==> config.mk <==
export PLATFORM = sky130hd
export DESIGN_NAME = mbist_ctrl
export DESIGN_NICKNAME = d
export VERILOG_FILES = /design/src/rtl/mbist_pkg.sv /design/src/rtl/mbist_cmp.sv /design/src/rtl/mbist_seq.sv /design/src/rtl/mbist_bmap.sv /design/src/rtl/mbist_flags.sv /design/src/rtl/mbist_ctrl.sv
export SDC_FILE = /design/constraint.sdc
export NUM_CORES = 1
export LEC_CHECK = 0
export ABC_AREA = 1
export BUFFER_PORTS_ARGS = -buffer_cell sky130_fd_sc_hd__buf_2
export CORE_ASPECT_RATIO = 0.75
export CORE_MARGIN = 3
export CORE_UTILIZATION = 60
export CTS_CLUSTER_SIZE = 8
export DETAILED_ROUTE_END_ITERATION = 8
export HOLD_SLACK_MARGIN = 0.15
export PLACE_DENSITY = 0.89
export SYNTH_ARGS = -nofsm -noshare
export SYNTH_HDL_FRONTEND = slang
export SYNTH_SLANG_ARGS = --single-unit
==> constraint.sdc <==
create_clock -name clk_i -period 13.6 [get_ports clk_i]
set_input_delay 4.08 -clock clk_i [delete_from_list [all_inputs] [get_ports clk_i]]
set_output_delay 4.08 -clock clk_i [all_outputs]
set_load 0.02 [all_outputs]
==> src/rtl/mbist_pkg.sv <==
package mbist_pkg;
  localparam logic [2:0] MODE_PROD = 3'b101;
  localparam logic [2:0] MODE_ENG  = 3'b110;

  typedef enum logic [2:0] {
    S_INIT0, S_INIT1, S_INIT2, S_MARCH, S_HOLD, S_DRAIN, S_DONE, S_STOP
  } mbist_st_e;

  typedef enum logic [1:0] {
    E_W0_UP, E_R0W1_UP, E_R1W0_DN, E_R0_UP
  } mbist_elem_e;
endpackage

==> src/rtl/mbist_cmp.sv <==
module mbist_cmp #(
  parameter int unsigned DATA_W = 8
) (
  input  logic              clk_i,
  input  logic              rst_ni,
  input  logic              rd_i,
  input  logic [DATA_W-1:0] exp_i,
  input  logic [DATA_W-1:0] rdata_i,
  output logic              mis_o,
  output logic [DATA_W-1:0] vec_o
);
  logic              vld_q;
  logic [DATA_W-1:0] exp_q;

  // one-cycle read latency: compare in the cycle after issue
  always_ff @(posedge clk_i or negedge rst_ni) begin
    if (!rst_ni) begin
      vld_q <= 1'b0;
      exp_q <= '0;
    end else begin
      vld_q <= rd_i;
      if (rd_i) exp_q <= exp_i;
    end
  end

  assign vec_o = rdata_i ^ exp_q;
  assign mis_o = vld_q && (vec_o != '0);
endmodule

==> src/rtl/mbist_seq.sv <==
module mbist_seq
  import mbist_pkg::*;
#(
  parameter int unsigned ADDR_W = 4,
  parameter int unsigned DATA_W = 8
) (
  input  logic              clk_i,
  input  logic              rst_ni,
  input  logic              eng_i,
  input  logic              release_i,
  input  logic              mis_i,
  input  logic              ser_busy_i,
  output logic [ADDR_W-1:0] addr_o,
  output logic              we_o,
  output logic [DATA_W-1:0] wdata_o,
  output logic              rd_o,
  output logic [DATA_W-1:0] exp_o,
  output mbist_st_e         st_o
);
  localparam logic [ADDR_W-1:0] ADDR_LAST = '1;
  localparam logic [ADDR_W-1:0] ADDR_ONE  = ADDR_W'(1);

  mbist_st_e   st_q, st_d;
  mbist_elem_e elem_q, elem_d;
  logic        ph_q, ph_d;
  logic [ADDR_W-1:0] addr_q, addr_d;
  logic        act;

  // stall while a miscompare is consumed or the bit-map is draining
  assign act = !mis_i && !ser_busy_i;

  always_comb begin
    st_d    = st_q;
    elem_d  = elem_q;
    ph_d    = ph_q;
    addr_d  = addr_q;
    we_o    = 1'b0;
    rd_o    = 1'b0;
    wdata_o = '0;
    exp_o   = '0;
    unique case (st_q)
      S_INIT0: st_d = S_INIT1;
      S_INIT1: st_d = S_INIT2;
      S_INIT2: st_d = S_MARCH;
      S_MARCH: begin
        if (mis_i && !eng_i) begin
          st_d = S_STOP;
        end else if (act) begin
          unique case (elem_q)
            E_W0_UP: begin
              we_o    = 1'b1;
              wdata_o = '0;
              if (addr_q == ADDR_LAST) begin
                st_d   = S_HOLD;
                elem_d = E_R0W1_UP;
                addr_d = '0;
              end else begin
                addr_d = addr_q + ADDR_ONE;
              end
            end
            E_R0W1_UP: begin
              if (!ph_q) begin
                rd_o  = 1'b1;
                exp_o = '0;
                ph_d  = 1'b1;
              end else begin
                we_o    = 1'b1;
                wdata_o = '1;
                ph_d    = 1'b0;
                if (addr_q == ADDR_LAST) begin
                  st_d   = S_HOLD;
                  elem_d = E_R1W0_DN;
                  addr_d = ADDR_LAST;
                end else begin
                  addr_d = addr_q + ADDR_ONE;
                end
              end
            end
            E_R1W0_DN: begin
              if (!ph_q) begin
                rd_o  = 1'b1;
                exp_o = '1;
                ph_d  = 1'b1;
              end else begin
                we_o    = 1'b1;
                wdata_o = '0;
                ph_d    = 1'b0;
                if (addr_q == '0) begin
                  elem_d = E_R0_UP;
                end else begin
                  addr_d = addr_q - ADDR_ONE;
                end
              end
            end
            E_R0_UP: begin
              rd_o  = 1'b1;
              exp_o = '0;
              if (addr_q == ADDR_LAST) st_d = S_DRAIN;
              else addr_d = addr_q + ADDR_ONE;
            end
            default: ;
          endcase
        end
      end
      S_HOLD:  if (release_i) st_d = S_MARCH;
      S_DRAIN: begin
        if (mis_i && !eng_i) st_d = S_STOP;
        else if (act) st_d = S_DONE;
      end
      S_DONE:  ;
      S_STOP:  ;
      default: st_d = S_STOP;
    endcase
  end

  always_ff @(posedge clk_i or negedge rst_ni) begin
    if (!rst_ni) begin
      st_q   <= S_INIT0;
      elem_q <= E_W0_UP;
      ph_q   <= 1'b0;
      addr_q <= '0;
    end else begin
      st_q   <= st_d;
      elem_q <= elem_d;
      ph_q   <= ph_d;
      addr_q <= addr_d;
    end
  end

  assign addr_o = addr_q;
  assign st_o   = st_q;
endmodule

==> src/rtl/mbist_bmap.sv <==
module mbist_bmap #(
  parameter int unsigned DATA_W = 8
) (
  input  logic              clk_i,
  input  logic              rst_ni,
  input  logic              load_i,
  input  logic [DATA_W-1:0] vec_i,
  output logic              busy_o,
  output logic [3:0]        bmap_o
);
  localparam int unsigned NIB = DATA_W / 4;
  localparam int unsigned CW  = $clog2(NIB + 1);

  logic [DATA_W-1:0] sh_q;
  logic [CW-1:0]     left_q;
  logic              ph_q;
  logic [3:0]        out_q;

  always_ff @(posedge clk_i or negedge rst_ni) begin
    if (!rst_ni) begin
      sh_q   <= '0;
      left_q <= '0;
      ph_q   <= 1'b0;
      out_q  <= '0;
    end else if (load_i) begin
      sh_q   <= vec_i;
      left_q <= CW'(NIB);
      ph_q   <= 1'b0;
    end else if (ph_q) begin
      ph_q <= 1'b0;          // second cycle of the current nibble
    end else if (left_q != '0) begin
      out_q  <= sh_q[3:0];
      sh_q   <= sh_q >> 4;
      left_q <= left_q - CW'(1);
      ph_q   <= 1'b1;
    end else begin
      out_q <= '0;
    end
  end

  assign busy_o = ph_q || (left_q != '0);
  assign bmap_o = out_q;
endmodule

==> src/rtl/mbist_flags.sv <==
module mbist_flags
  import mbist_pkg::*;
(
  input  logic      clk_i,
  input  logic      rst_ni,
  input  mbist_st_e st_i,
  input  logic      mis_i,
  output logic      done_o,
  output logic      fail_o,
  output logic      hold_o
);
  logic fail_q;
  logic probe;

  assign probe = (st_i == S_INIT1);  // stuck-at pulse on all flags

  always_ff @(posedge clk_i or negedge rst_ni) begin
    if (!rst_ni) begin
      fail_q <= 1'b0;
      done_o <= 1'b0;
      fail_o <= 1'b0;
      hold_o <= 1'b0;
    end else begin
      fail_q <= fail_q || mis_i;
      done_o <= probe || (st_i == S_DONE);
      fail_o <= probe || fail_q || mis_i;
      hold_o <= probe || (st_i == S_HOLD);
    end
  end
endmodule

==> src/rtl/mbist_ctrl.sv <==
module mbist_ctrl
  import mbist_pkg::*;
#(
  parameter int unsigned ADDR_W = 4,
  parameter int unsigned DATA_W = 8
) (
  input  logic              clk_i,
  input  logic              rst_ni,
  input  logic [2:0]        mode_i,
  input  logic              release_i,
  output logic [ADDR_W-1:0] mem_addr_o,
  output logic              mem_we_o,
  output logic [DATA_W-1:0] mem_wdata_o,
  input  logic [DATA_W-1:0] mem_rdata_i,
  output logic              done_o,
  output logic              fail_o,
  output logic              hold_o,
  output logic [3:0]        bmap_o
);
  logic [2:0]        mode_q, mode_prev_q;
  logic              mode_ok, eng_rst_n, is_eng;
  logic              rd, mis, ser_busy;
  logic [DATA_W-1:0] exp_d, mis_vec;
  mbist_st_e         st;

  always_ff @(posedge clk_i or negedge rst_ni) begin
    if (!rst_ni) begin
      mode_q      <= 3'b000;
      mode_prev_q <= 3'b000;
    end else begin
      mode_q      <= mode_i;
      mode_prev_q <= mode_q;
    end
  end

  // any invalid or changed mode holds the engine in reset
  assign mode_ok   = ((mode_q == MODE_PROD) || (mode_q == MODE_ENG)) && (mode_q == mode_prev_q);
  assign eng_rst_n = rst_ni && mode_ok;
  assign is_eng    = (mode_q == MODE_ENG);

  mbist_seq #(.ADDR_W(ADDR_W), .DATA_W(DATA_W)) u_seq (
    .clk_i      (clk_i),
    .rst_ni     (eng_rst_n),
    .eng_i      (is_eng),
    .release_i  (release_i),
    .mis_i      (mis),
    .ser_busy_i (ser_busy),
    .addr_o     (mem_addr_o),
    .we_o       (mem_we_o),
    .wdata_o    (mem_wdata_o),
    .rd_o       (rd),
    .exp_o      (exp_d),
    .st_o       (st)
  );

  mbist_cmp #(.DATA_W(DATA_W)) u_cmp (
    .clk_i   (clk_i),
    .rst_ni  (eng_rst_n),
    .rd_i    (rd),
    .exp_i   (exp_d),
    .rdata_i (mem_rdata_i),
    .mis_o   (mis),
    .vec_o   (mis_vec)
  );

  mbist_bmap #(.DATA_W(DATA_W)) u_bmap (
    .clk_i  (clk_i),
    .rst_ni (eng_rst_n),
    .load_i (mis && is_eng),
    .vec_i  (mis_vec),
    .busy_o (ser_busy),
    .bmap_o (bmap_o)
  );

  mbist_flags u_flags (
    .clk_i  (clk_i),
    .rst_ni (eng_rst_n),
    .st_i   (st),
    .mis_i  (mis),
    .done_o (done_o),
    .fail_o (fail_o),
    .hold_o (hold_o)
  );
endmodule

Word level (Yosys, flattened, before mapping)
Cells that the tools add are included.
{"block": "word_totals", "ram_bits": 0, "out_inout_bits": 20, "reg_bits": 44, "n_memories": 0, "latch_bits": 0, "romBits": 0}
{"block": "op_classes", "n_eq_ne": 27, "n_mux": 53, "reduce_logical": 31, "n_mul": 0, "order_cmp": 0, "n_shift": 0, "n_div": 0, "n_bitwise": 4, "n_addsub": 3}
{"op": "$mux W8", "count": 13}
{"op": "$mux W4", "count": 7}
{"op": "$mux W3", "count": 8}
{"op": "$pmux W3 S6", "count": 1}
{"op": "$mux W2", "count": 8}
{"op": "$pmux W4 S4", "count": 1}
{"op": "$eq A3 B3 Y1 const B", "count": 5}
{"op": "$reduce_and A7 Y1", "count": 2}
{"op": "$ne A2 B1 Y1 const B", "count": 6}
{"op": "$mux W1", "count": 11}
{"op": "$pmux W3 S3", "count": 1}
{"op": "$reduce_and A9 Y1", "count": 1}
{"op": "$ne A4 B2 Y1 const B", "count": 2}
{"op": "$reduce_bool A8 Y1", "count": 1}
{"op": "$xor A8 B8 Y8", "count": 1}
{"op": "$logic_or A1 B1 Y1", "count": 7}
{"op": "$eq A3 B2 Y1 const B", "count": 2}
{"op": "$logic_and A1 B1 Y1", "count": 6}
{"op": "$ne A2 B2 Y1 const B", "count": 3}
{"op": "$ne A3 B1 Y1 const B", "count": 2}
{"op": "$pmux W2 S3", "count": 1}
{"op": "$reduce_bool A6 Y1", "count": 1}
{"op": "$ne A5 B3 Y1 const B", "count": 1}
{"op": "$add A4 B1 Y4 const B", "count": 1}
{"op": "other kinds (18)", "count": 26}

Longest topological paths before layout
{"block": "logic_depth", "ltp_word": 8, "mapped_depth": 13, "ltp_nobuf": 12}

Modules after synthesis
Synthesis repeated with hierarchy kept, for this count alone.
{"block": "unflattened", "hier_cells": 359, "area_unflattened_um2": 2670.1}
{"module": "mbist_seq", "cells_per_inst": 159, "area_per_inst_um2": 1073.5, "seq_area_each_um2": 250.2, "instances": 1}
{"module": "mbist_bmap", "cells_per_inst": 84, "area_per_inst_um2": 703.2, "seq_area_each_um2": 375.4, "instances": 1}
{"module": "mbist_cmp", "cells_per_inst": 77, "area_per_inst_um2": 516.7, "seq_area_each_um2": 225.2, "instances": 1}
{"module": "mbist_ctrl", "cells_per_inst": 24, "area_per_inst_um2": 234.0, "seq_area_each_um2": 150.1, "instances": 1}
{"module": "mbist_flags", "cells_per_inst": 15, "area_per_inst_um2": 142.6, "seq_area_each_um2": 100.1, "instances": 1}

Worst setup path before layout
OpenSTA, ideal clock, no wires.
{"block": "synth_timing", "path_kind": "input to output", "startpoint": "in mem_rdata_i[2]", "endpoint": "out mem_wdata_o[1]", "cell_stages": 10, "path_slack_ps": 3735, "arrival_ps": 5785, "path_cell_list": "inv_1 nand2_1 nand2_1 nand2_1 nor2_2 nand2_4 nand2_4 nand3_2 nor3_1 buf_4"}
{"block": "synth_via", "elab_chain_len": 8}
{"element": "from (decl)", "line_no": "mbist_ctrl.sv:14", "source": "input logic [DATA_W-1:0] mem_rdata_i,"}
{"element": "$xor A8 B8 Y8 *", "line_no": "mbist_cmp.sv:26", "source": "assign vec_o = rdata_i ^ exp_q;"}
{"element": "$reduce_bool A8 Y1 *", "line_no": "mbist_cmp.sv:27", "source": "assign mis_o = vld_q && (vec_o != '0);"}
{"element": "$logic_and A1 B1 Y1 *", "line_no": "mbist_cmp.sv:27"}
{"element": "$logic_not A1 Y1", "line_no": "mbist_seq.sv:30", "source": "assign act = !mis_i && !ser_busy_i;"}
{"element": "$logic_and A1 B1 Y1", "line_no": "mbist_seq.sv:30"}
{"element": "$mux W8", "line_no": "mbist_seq.sv:48", "source": "end else if (act) begin"}
{"element": "$mux W8 *", "line_no": "mbist_seq.sv:46", "source": "if (mis_i && !eng_i) begin"}
{"element": "$mux W8 *", "line_no": "mbist_seq.sv:41", "source": "unique case (st_q)"}
{"element": "to (decl)", "line_no": "mbist_ctrl.sv:13", "source": "output logic [DATA_W-1:0] mem_wdata_o,"}
Mark *: on every way between the ends. The rest lies on a longest branch, timed or not.

Worst setup path in the final report
{"block": "layout_timing", "startpoint": "in mem_rdata_i[2]", "endpoint": "out mem_wdata_o[5]"}
Same word-level chain as after synthesis.

==> reports/summary.txt <==
RUN STATUS
--------------------------------------------------------------------------------------
Outcome                                                                   complete, no violations

ROUTING
--------------------------------------------------------------------------------------
Routed length per placed instance                                              12.4 um
Remaining antenna violation count after routing                                      0
Detailed-router iteration count before antenna repair                                4
Via density per instance                                                          5.15
Initial detailed-routing violation count                                           155
DRT Wirelength                                                                 4660 um
Number of vias in the routed layout                                               1936
Total DRC errors in the routed layout                                                0

LOGIC SYNTHESIS
--------------------------------------------------------------------------------------
Register area share after synthesis                                              41.0%
Cell variety after synth                                                            37
Cells after synthesis                                                              294
Count of state elements after synthesis                                             37
Yosys warns                                                                          0
Post-Synthesis Net Count                                                           316
Post-Synthesis Cell Area                                                     2260 um^2
Average size of a mapped cell                                                7.67 um^2

PLACED DESIGN
--------------------------------------------------------------------------------------
Estimated wirelength of the detail-placed design                               3470 um
Total cell area at the placement stage                                       2420 um^2
GPL Wtd Cong                                                                     0.904
Buffers added on ports                                                              33

CTS
--------------------------------------------------------------------------------------
Number of buffers added to fix hold violations after cts                             0
Number of clock sinks seen by CTS                                                   37
Clock tree root driver cell                                                   clkbuf_8
Post-CTS Repair Setup Buffers                                                        0
CTS clk-pin slew, worst paths                                                  0.07 ns
Number of buffers created by CTS                                                     5
CTS tree                                                                           yes
Maximum level of the CTS H-tree                                                      2
Maximum buffer depth of the clock tree                                               2
# resized after CTS                                                                  0
Latest clock arrival within the worst-skew pair                                0.29 ns

STA
--------------------------------------------------------------------------------------
Number of endpoints with negative hold slack in the final report                     0
Setup violations, final                                                              0
Max-slew violation count                                                             0
Worst Tran Pin Value                                                          0.534 ns
Post-route clock skew                                                       0.00552 ns
Period utilisation layout                                                        71.4%
Maximum clock frequency                                                      0.103 GHz
Headroom to the max-slew limit                                                   64.1%
Final critical-path required period                                            9.71 ns
Unrepaired setup endpoints after global routing                                     no
Final sum of negative setup slack                                                 0 ns

FLOORPLANNING
--------------------------------------------------------------------------------------
Vertical die dimension                                                         59.1 um
Floorplan die area                                                           4540 um^2
Number of primary I/O pins                                                          34
Effective utilization at floorplan                                               65.5%
Core Area                                                                    3450 um^2
Placement row count                                                                 18
Width of the chip                                                              76.8 um

WORST SETUP PATH
--------------------------------------------------------------------------------------
Ordered list of cells on the worst path                                   buf_2 -> inv_1 -> nand2_1 -> nand2_1 -> nand2_1 -> nor2_2 -> nand2_4 -> nand2_4 -> nand3_2 -> nor3_1 -> buf_2
Delay of the slowest cell on the worst path                                    0.44 ns
Critical path class                                                       primary input to primary output
Sort of element at the end of the critical path                           primary output
Worst setup SP type                                                       primary input
Critical path required time                                                    9.52 ns
Library cell contributing the largest single delay on the critical path         nor3_1
Largest driver fanout on the critical path                                           8
Data arrival time of the critical path                                         5.63 ns
Most numerous cell on the critical path                                        nand2_1

FINISH
--------------------------------------------------------------------------------------
Area added between synthesis and finish                                          12.3%
Total area of multi-input combinational cells                                1070 um^2
Register Area                                                                 926 um^2
Filler Cell Count                                                                  254
Share of cells above drive strength 1                                            19.3%
Final Cell Area                                                              2530 um^2
Fin nets                                                                           347
Number of inserted diodes                                                            0

PWR
--------------------------------------------------------------------------------------
Power per unit of standard cell area                                       162 nW/um^2
Peak supply drop                                                              0.155 mV
Leakage Power                                                                  1.43 nW

GLOBAL ROUTING
--------------------------------------------------------------------------------------
Global-route wire length before repair                                         8280 um
Antenna violations before repair                                                     0
Global routing usage summed across all routing layers                            23.2%
Total congestion overflow after global routing                                       0
Via count of the first global-routing pass                                        1852
Maximum number of pins on one net before global-route repair                        31

HOLD PATH
--------------------------------------------------------------------------------------
Type of the most critical hold path                                       register to asynchronous set/reset pin

RUN
--------------------------------------------------------------------------------------
Max Cap Violations                                                                   0

per-layer routing:
metal	vias up	GRT usage, %	part of all wire [%]
met1	905	29.7	46
met4	0	8.79	2.0
met2	46	40.2	48
met3	11	4.10	3.9
li1	974	-	-
met5	-	0	0
flip-flops by register name, summed over array words and instances (netlist names), 2 cells and up:
signal         count
u_seq.elem_q       2
u_seq.st_o         3
mode_q             3
u_bmap.bmap_o      4
u_bmap.left_q      2
mode_prev_q        3
u_seq.addr_o       4
u_bmap.sh_q        8
critical path, delay by kind of cell:
family | cells | cell delay [ns]
buf+inv | 3 | 0.44
simple gates | 8 | 1.10
where the power goes:
part / total (mW) / switching [mW] / internal (mW)
clock network: 0.0968 / 0.0371 / 0.0597
logic: 0.163 / 0.109 / 0.0536
registers: 0.152 / 0.0221 / 0.130
total: 0.412 / 0.169 / 0.243
cells in the mapped netlist, drive strengths merged:
library cell  instances  area (um^2)
and3                  1         6.26
inv                  48          190
a31oi                 1         6.26
nor4                  1         6.26
o21ai                20          100
nand2               104          423
nor3                  2         15.0
nor2                 19         93.8
nand3                20          133
xnor2                 1         8.76
a22oi                 1         7.51
a22o                  2         17.5
or2                   1         6.26
o211ai                2         15.0
ha                    8          100
nand3b                1         7.51
nor3b                 1         7.51
buf                  10         80.1
dfrtp                37          926
a21oi                 4         31.3
xor2                  3         26.3
o22ai                 1         6.26
nand4                 4         25.0
o221ai                2         17.5
cell type report:
class	count	share of cell area [%]
clock buffer	7	3.41
sequential	37	36.5
timing repair buffer	34	6.81
inverter	48	7.51
multi-input combinational	199	42.1
clock inverter	1	1.19
tap	50	2.47
logic make-up (layout without fill, tap and decap cells):
logic type / count (synthesis) / in the layout / share of synthesized area [%]
flops: 37 / 37 / 41.0
fa+ha+maj: 8 / 8 / 4.44
simple gates: 154 / 154 / 32.1
compound gates: 33 / 33 / 8.93
buf+inv: 58 / 90 / 12.0
xor+xnor: 4 / 4 / 1.55
stage by stage:
stage / power [mW] / std cells / util, % / hold slack (ns) / worst slack, ns
3_3_place_gp: 0.306 / 368 / 70.2 / 0.217 / 4.01
4_1_cts: 0.413 / 376 / 73.5 / 0.236 / 3.89
5_1_grt: 0.444 / 376 / 73.5 / 0.262 / 3.70
3_5_place_dp: 0.313 / 368 / 70.2 / 0.230 / 3.91
6_report: 0.412 / 376 / 73.5 / 0.229 / 3.89
2_1_floorplan: 0.278 / 294 / - / 0.374 / 3.73
path summary, 6_finish.rpt:
check / from / end / slack, ns / cells after the start
setup / recovery: mem_rdata_i[2] / mem_wdata_o[5] / 3.89 / 11
hold / removal: mode_prev_q[1] / u_flags.fail_o / 0.23 / 2
setup reg to reg: u_cmp.exp_q[6] / u_bmap.sh_q[0] / 11.61 / 10
hold reg to reg: mode_prev_q[1] / u_flags.fail_o / 0.23 / 2
max in group asynchronous: rst_ni / u_bmap.sh_q[7] / 8.91 / 4
min in group clk_i: mode_q[0] / mode_prev_q[0] / 0.45 / 0
cells in the final DEF (no fill, tap or decap), types with 2 or more instances in the layout:
cell and count:
a21oi_1 3, a22o_1 2, buf_2 33, clkbuf_8 6
dfrtp_1 37, ha_1 8, inv_1 45, nand2_1 99
nand2_4 4, nand3_1 15, nand3_2 4, nand4_1 4
nor2_1 14, nor2_2 3, nor2_4 2, o211ai_1 2
o21ai_0 20, o221ai_1 2, xor2_1 3
Note: power is estimated with default switching activity, not from simulation.
